## src/rtl/alu_exec_pkg.sv

```systemverilog
package alu_exec_pkg;

  localparam int unsigned INSTR_W = 16;
  localparam int unsigned REG_CNT = 8;
  localparam int unsigned RIDX_W  = $clog2(REG_CNT);
  localparam int unsigned SHORT_W = 3;

  // Short-constant code that redirects the second operand to the next word
  localparam logic [SHORT_W-1:0] ESC_CODE = 3'b100;

  typedef enum logic [2:0] {
    OP_OR  = 3'd0,
    OP_XOR = 3'd1,
    OP_AND = 3'd2,
    OP_MOV = 3'd3,
    OP_ADD = 3'd4,
    OP_SUB = 3'd5,
    OP_TST = 3'd6,
    OP_CMP = 3'd7
  } alu_op_e;

  typedef struct packed {
    logic                is_alu;
    alu_op_e             op;
    logic                rot_en;
    logic                rot_left;
    logic [RIDX_W-1:0]   dest;
    logic                cond;
    logic [RIDX_W-1:0]   src_a;
    logic                use_const;
    logic [SHORT_W-1:0]  src_b;
    logic                escape;
  } alu_dec_t;

endpackage

```

## src/rtl/alu_decode.sv

```systemverilog
module alu_decode
  import alu_exec_pkg::*;
(
  input  logic [INSTR_W-1:0] instr,
  output alu_dec_t           dec
);

  logic flag_sink;

  always_comb begin
    dec.is_alu    = ~instr[15];
    dec.op        = alu_op_e'(instr[14:12]);
    dec.rot_en    = instr[11];
    dec.rot_left  = instr[10];
    dec.cond      = instr[7];
    dec.src_a     = instr[6:4];
    dec.use_const = instr[3];
    dec.src_b     = instr[2:0];
    dec.escape    = instr[3] && (instr[2:0] == ESC_CODE);

    // Test and compare always land in register 0; rotate narrows the field
    if (instr[14:13] == 2'b11) begin
      dec.dest = '0;
    end else if (instr[11]) begin
      dec.dest = {1'b0, instr[9:8]};
    end else begin
      dec.dest = instr[10:8];
    end
  end

  assign flag_sink = 1'b0;

endmodule

```

## src/rtl/alu_core.sv

```systemverilog
module alu_core
  import alu_exec_pkg::*;
#(
  parameter int unsigned DATA_W = 16
) (
  input  alu_op_e           op,
  input  logic              rot_en,
  input  logic              rot_left,
  input  logic [DATA_W-1:0] opa,
  input  logic [DATA_W-1:0] opb,
  output logic [DATA_W-1:0] raw,
  output logic [DATA_W-1:0] result
);

  logic [DATA_W-1:0] rot_r;
  logic [DATA_W-1:0] rot_l;

  always_comb begin
    unique case (op)
      OP_OR:           raw = opa | opb;
      OP_XOR:          raw = opa ^ opb;
      OP_AND, OP_TST:  raw = opa & opb;
      OP_MOV:          raw = opb;
      OP_ADD:          raw = opa + opb;
      OP_SUB, OP_CMP:  raw = opa - opb;
      default:         raw = '0;
    endcase
  end

  assign rot_r  = {raw[0], raw[DATA_W-1:1]};
  assign rot_l  = {raw[DATA_W-2:0], raw[DATA_W-1]};
  assign result = !rot_en ? raw : (rot_left ? rot_l : rot_r);

endmodule

```

## src/rtl/alu_regfile.sv

```systemverilog
module alu_regfile
  import alu_exec_pkg::*;
#(
  parameter int unsigned DATA_W = 16
) (
  input  logic              clk,
  input  logic              rst_n,
  input  logic [RIDX_W-1:0] ra_addr,
  output logic [DATA_W-1:0] ra_data,
  input  logic [RIDX_W-1:0] rb_addr,
  output logic [DATA_W-1:0] rb_data,
  input  logic [RIDX_W-1:0] rc_addr,
  output logic [DATA_W-1:0] rc_data,
  output logic [DATA_W-1:0] r0_data,
  input  logic              ex_we,
  input  logic [RIDX_W-1:0] ex_addr,
  input  logic [DATA_W-1:0] ex_data,
  input  logic              ld_we,
  input  logic [RIDX_W-1:0] ld_addr,
  input  logic [DATA_W-1:0] ld_data
);

  logic [DATA_W-1:0] rf [REG_CNT];

  for (genvar i = 0; i < REG_CNT; i++) begin : g_reg
    logic              hit_ex;
    logic              hit_ld;
    logic              en;
    logic [DATA_W-1:0] d;
    logic [DATA_W-1:0] q;

    always_comb begin
      hit_ex = ex_we && (ex_addr == RIDX_W'(i));
      hit_ld = ld_we && (ld_addr == RIDX_W'(i));
      en     = hit_ex || hit_ld;
      d      = hit_ex ? ex_data : ld_data;
    end

    always_ff @(posedge clk or negedge rst_n) begin
      if (!rst_n) begin
        q <= '0;
      end else if (en) begin
        q <= d;
      end
    end

    assign rf[i] = q;
  end

  assign ra_data = rf[ra_addr];
  assign rb_data = rf[rb_addr];
  assign rc_data = rf[rc_addr];
  assign r0_data = rf[0];

  // Checker state: remember the last executed write to compare after the edge
  logic              chk_we;
  logic [RIDX_W-1:0] chk_addr;
  logic [DATA_W-1:0] chk_data;

  always_ff @(posedge clk or negedge rst_n) begin
    if (!rst_n) begin
      chk_we   <= 1'b0;
      chk_addr <= '0;
      chk_data <= '0;
    end else begin
      chk_we   <= ex_we;
      chk_addr <= ex_addr;
      chk_data <= ex_data;
    end
  end

  assert_exec_write_lands_R10: assert property (@(posedge clk) disable iff (!rst_n)
    chk_we |-> (rf[chk_addr] == chk_data));

endmodule

```

## src/rtl/alu_exec_unit.sv

```systemverilog
module alu_exec_unit
  import alu_exec_pkg::*;
#(
  parameter int unsigned DATA_W = 16
) (
  input  logic              clk,
  input  logic              rst_n,
  input  logic              instr_valid,
  input  logic [15:0]       instr,
  input  logic [DATA_W-1:0] next_word,
  input  logic              ld_en,
  input  logic [2:0]        ld_addr,
  input  logic [DATA_W-1:0] ld_data,
  input  logic [2:0]        rd_addr,
  output logic [DATA_W-1:0] rd_data,
  output logic              wr_en,
  output logic [2:0]        wr_addr,
  output logic [DATA_W-1:0] wr_data,
  output logic              imm_used,
  output logic              jump
);

  localparam int unsigned EXT_W = DATA_W - SHORT_W;
  localparam logic [RIDX_W-1:0] IP_IDX = RIDX_W'(REG_CNT - 1);

  // Reset: asserted asynchronously, removed on the clock
  logic [1:0] rst_sync_q;
  logic       rst_sync_n;

  always_ff @(posedge clk or negedge rst_n) begin
    if (!rst_n) begin
      rst_sync_q <= 2'b00;
    end else begin
      rst_sync_q <= {rst_sync_q[0], 1'b1};
    end
  end

  assign rst_sync_n = rst_sync_q[1];

  alu_dec_t          dec;
  logic [DATA_W-1:0] opa;
  logic [DATA_W-1:0] reg_b;
  logic [DATA_W-1:0] opb;
  logic [DATA_W-1:0] short_ext;
  logic [DATA_W-1:0] r0_val;
  logic [DATA_W-1:0] raw;
  logic [DATA_W-1:0] result;
  logic              cond_ok;
  logic              exec;

  alu_decode u_dec (
    .instr (instr),
    .dec   (dec)
  );

  alu_regfile #(.DATA_W(DATA_W)) u_rf (
    .clk     (clk),
    .rst_n   (rst_sync_n),
    .ra_addr (dec.src_a),
    .ra_data (opa),
    .rb_addr (dec.src_b),
    .rb_data (reg_b),
    .rc_addr (rd_addr),
    .rc_data (rd_data),
    .r0_data (r0_val),
    .ex_we   (exec),
    .ex_addr (dec.dest),
    .ex_data (result),
    .ld_we   (ld_en),
    .ld_addr (ld_addr),
    .ld_data (ld_data)
  );

  always_comb begin
    short_ext = {{EXT_W{dec.src_b[SHORT_W-1]}}, dec.src_b};
    if (!dec.use_const) begin
      opb = reg_b;
    end else if (dec.escape) begin
      opb = next_word;
    end else begin
      opb = short_ext;
    end
  end

  alu_core #(.DATA_W(DATA_W)) u_core (
    .op       (dec.op),
    .rot_en   (dec.rot_en),
    .rot_left (dec.rot_left),
    .opa      (opa),
    .opb      (opb),
    .raw      (raw),
    .result   (result)
  );

  always_comb begin
    cond_ok  = !dec.cond || (r0_val == '0);
    exec     = instr_valid && dec.is_alu && cond_ok;
    wr_en    = exec;
    wr_addr  = dec.dest;
    wr_data  = result;
    imm_used = instr_valid && dec.is_alu && dec.escape;
    jump     = exec && (dec.dest == IP_IDX);
  end

  assert_other_class_idle_R1: assert property (@(posedge clk) disable iff (!rst_sync_n)
    instr[15] |-> (!wr_en && !imm_used && !jump));

  assert_skip_no_write_R6: assert property (@(posedge clk) disable iff (!rst_sync_n)
    (instr_valid && !instr[15] && instr[7] && (r0_val != '0)) |-> (!wr_en && !jump));

  assert_escape_kept_on_skip_R5: assert property (@(posedge clk) disable iff (!rst_sync_n)
    (imm_used && !wr_en) |-> instr[7]);

  assert_flag_ops_to_r0_R8: assert property (@(posedge clk) disable iff (!rst_sync_n)
    (wr_en && (instr[14:13] == 2'b11)) |-> (wr_addr == '0));

  assert_rotate_keeps_bits_R7: assert property (@(posedge clk) disable iff (!rst_sync_n)
    instr[11] |-> ($countones(result) == $countones(raw)));

  assert_rotate_dest_low_R7: assert property (@(posedge clk) disable iff (!rst_sync_n)
    (wr_en && instr[11]) |-> (wr_addr[2] == 1'b0));

endmodule

```

## config.mk

```make
export PLATFORM = sky130hd
export DESIGN_NAME = alu_exec_unit
export DESIGN_NICKNAME = d
export VERILOG_FILES = /design/src/rtl/alu_exec_pkg.sv /design/src/rtl/alu_decode.sv /design/src/rtl/alu_core.sv /design/src/rtl/alu_regfile.sv /design/src/rtl/alu_exec_unit.sv
export SDC_FILE = /design/constraint.sdc
export NUM_CORES = 1
export LEC_CHECK = 0
export BUFFER_PORTS_ARGS = -buffer_cell sky130_fd_sc_hd__buf_4
export CAP_MARGIN = 20
export CORE_ASPECT_RATIO = 0.6
export CORE_UTILIZATION = 50
export DETAILED_ROUTE_END_ITERATION = 16
export PLACE_DENSITY = 0.67
export SLEW_MARGIN = 0
export SYNTH_ARGS = -nofsm -noshare
export SYNTH_HDL_FRONTEND = slang
export SYNTH_HIERARCHICAL = 1
export SYNTH_SLANG_ARGS = --single-unit
```

## constraint.sdc

```tcl
create_clock -name clk -period 12.3 [get_ports clk]
set_input_delay 1.845 -clock clk [delete_from_list [all_inputs] [get_ports clk]]
set_output_delay 1.845 -clock clk [all_outputs]
set_load 0.01 [all_outputs]
```

==> flow_metrics.env <==
export IMPL_groute_usage_overall=0.343
export IMPL_power_switching_uw=924
export IMPL_dp_hpwl_um=27800
export IMPL_post_route_min_period_ns=9.78
export IMPL_fp_dieArea_um2=25600
export IMPL_ioPinCount=96
export IMPL_power_leakage_uw=0.00611
export IMPL_route_detailed_vias_per_inst=6.69
export IMPL_tritoncts="built"
export IMPL_die_h_um=124
export IMPL_final_common_cell="sky130_fd_sc_hd__mux2i_1"
export IMPL_final_min_period_over_clock_period=0.795
export IMPL_cp_required_ns=10.45
export IMPL_setup_worst_path_start="instr[3]"
export IMPL_clock_latency_ns=0.46
export IMPL_port_buffer_count=95
export IMPL_worst_slew_margin_rel=0.223
export IMPL_achievable_frequency_ghz=0.102
export IMPL_rr_endpoint="u_rf/g_reg[5].q[10]"
export IMPL_synth_nets=1330
export IMPL_ff_latch_area_um2=3260
export IMPL_grt_start_max_net_pins=66
export IMPL_remaining_drc_errors=0
export IMPL_power_ir_vdd_worst_uv=136
export IMPL_totalNegativeSetupSlack_ns=0
export IMPL_setup_violations=0
export IMPL_grt_antenna_before_repair=0
export IMPL_place_congestion=0.992
export IMPL_cap_violations=0
export IMPL_skew_ns=0.0125
export IMPL_post_cts_buffers=0
export IMPL_finalNetCount=1329
export IMPL_holdPathEnd="rst_sync_q[1]"
export IMPL_rsz0062_at_grt="no"
export IMPL_layout_common_cells="sky130_fd_sc_hd__mux2i_1 (143), sky130_fd_sc_hd__dfrtp_1 (129), sky130_fd_sc_hd__buf_4 (111)"
export IMPL_crit_arrival_ns=7.93
export IMPL_area_delta_synth_final_pct=9.00
export IMPL_core_region_area_um2=24300
export IMPL_timing_setup_critical_path_class="primary input to primary output"
export IMPL_syn_mean_instance_area_um2=10.2
export IMPL_setup_worst_path_start_class="primary input"
export IMPL_synthesis_area_um2=12500
export IMPL_wl_um=42900
export IMPL_worst_setup_hold_path_clk_slew_ns=0.06
export IMPL_internal_power_uw=1350
export IMPL_insertedDiodeCount=0
export IMPL_p_sw_frac=0.406
export IMPL_die_w_um=206
export IMPL_cts_root_to_sink_buffers=2
export IMPL_worst_hold_startpoint="rst_sync_q[0]"
export IMPL_cts_sink_count=130
export IMPL_cellPowerDensity_nw_per_um2=168
export IMPL_core_rowCount=44
export IMPL_syn_instance_count=1223
export IMPL_setup_worst_path_end_class="primary output"
export IMPL_multiInputGateArea_um2=8310
export IMPL_cts_inserted_buffers=17
export IMPL_dr_first_iter_drc_count=1323
export IMPL_antenna_viol_nets_final=0
export IMPL_r2r_start="u_rf/r0_data[0]"
export IMPL_finalHoldViolations=0
export IMPL_cts_resized=0
export IMPL_grt_overflow=0
export IMPL_outcome="complete, no violations"
export IMPL_worst_slew_pin_slew_ns=1.16
export IMPL_synthesis_yosys_warnings=6
export IMPL_grt_first_pass_wirelength_um=63600
export IMPL_timing_final_max_slew_violations=0
export IMPL_fin_ws_ns=2.52
export IMPL_hold_path_depth=0
export IMPL_avg_wl_per_cell_um=27.6
export IMPL_power_clock_fraction=0.222
export IMPL_ctsHoldBuffers=0
export IMPL_rr_worst_depth=20
export IMPL_worst_r2r_setup_slack_ns=6.50
export IMPL_critical_path_peak_fanout=33
export IMPL_drive_above_1_share=0.203
export IMPL_cts_htree_levels=4
export IMPL_pwr_share_comb=0.477
export IMPL_routed_via_count=10413
export IMPL_sequentialPowerShare=0.301
export IMPL_fillerInstances=2150
export IMPL_via_count_of_the_first_global_routing_pass=9667
export IMPL_post_placement_setup_slack_ns=2.71
export IMPL_initial_core_util=0.512
export IMPL_worst_hold_path_type="flip-flop to flip-flop"
export IMPL_detail_route_first_pass_iterations=8
export IMPL_clk_root_buffer_cell="sky130_fd_sc_hd__clkbuf_16"
sequential cells by signal, indices dropped and copies added, names as in the netlist:
register      count
u_rf/g.q        112
u_rf/r0_data     16
rst_sync_q        2
how the worst max path moves through the flow:
stage | to | depth (start not counted)
after CTS | wr_data[10] | 20
after detailed placement | wr_data[10] | 20
after floorplan | wr_data[14] | 21
final | wr_data[12] | 20
after global placement | wr_data[10] | 20
after global routing | wr_data[12] | 20
layer usage:
layer / track usage / vias to the layer above / share of wire
li1: - / 4577 / -
met1: 0.502 / 5155 / 0.44
met2: 0.488 / 616 / 0.43
met3: 0.102 / 65 / 0.11
met4: 0.0939 / 0 / 0.023
met5: 0 / - / 0
metrics by stage:
step | hold WS [ns] | std cells | power [uW] | util | cell area [um2]
2_1_floorplan | 0.331 | 1223 | 1430 | - | 12500
3_3_place_gp | 0.336 | 1522 | 1720 | 0.533 | 13000
3_5_place_dp | 0.340 | 1523 | 1740 | 0.534 | 13000
4_1_cts | 0.350 | 1554 | 2260 | 0.557 | 13600
5_1_grt | 0.358 | 1556 | 2400 | 0.558 | 13600
6_report | 0.346 | 1556 | 2280 | 0.558 | 13600
power by group through the flow:
stage | Combinational [uW] | Clock, uW | Sequential (uW)
final | 1090 | 505 | 684
after global routing | 1170 | 528 | 702
after CTS | 1070 | 511 | 679
after detailed placement | 1060 | 0 | 684
after global placement | 1050 | 0 | 674
after floorplan | 795 | 0 | 631
critical path: stages:
cell and delay (ns):
sky130_fd_sc_hd__buf_4 0.38, sky130_fd_sc_hd__nand2_1 0.12, sky130_fd_sc_hd__nor3_2 0.76, sky130_fd_sc_hd__nor2b_4 0.30
sky130_fd_sc_hd__a21oi_1 0.21, sky130_fd_sc_hd__a21oi_1 0.18, sky130_fd_sc_hd__nor3_1 0.54, sky130_fd_sc_hd__and3_1 0.41
sky130_fd_sc_hd__nor2_1 0.09, sky130_fd_sc_hd__xnor2_1 0.16, sky130_fd_sc_hd__ha_1 0.36, sky130_fd_sc_hd__o21ai_1 0.12
sky130_fd_sc_hd__or2_0 0.21, sky130_fd_sc_hd__a211oi_1 0.36, sky130_fd_sc_hd__o41a_1 0.39, sky130_fd_sc_hd__o2111a_1 0.25
sky130_fd_sc_hd__nor3_2 0.07, sky130_fd_sc_hd__mux2_2 0.27, sky130_fd_sc_hd__mux2i_1 0.64, sky130_fd_sc_hd__buf_4 0.25
area by class of cell:
cell class | instances | share of cell area
Clock buffer | 20 | 0.0336
Clock inverter | 11 | 0.00783
Inverter | 45 | 0.0124
Multi-Input combinational cell | 914 | 0.612
Sequential cell | 130 | 0.240
Tap cell | 322 | 0.0297
Timing Repair Buffer | 114 | 0.0649
(Power assumes the default switching activity.)
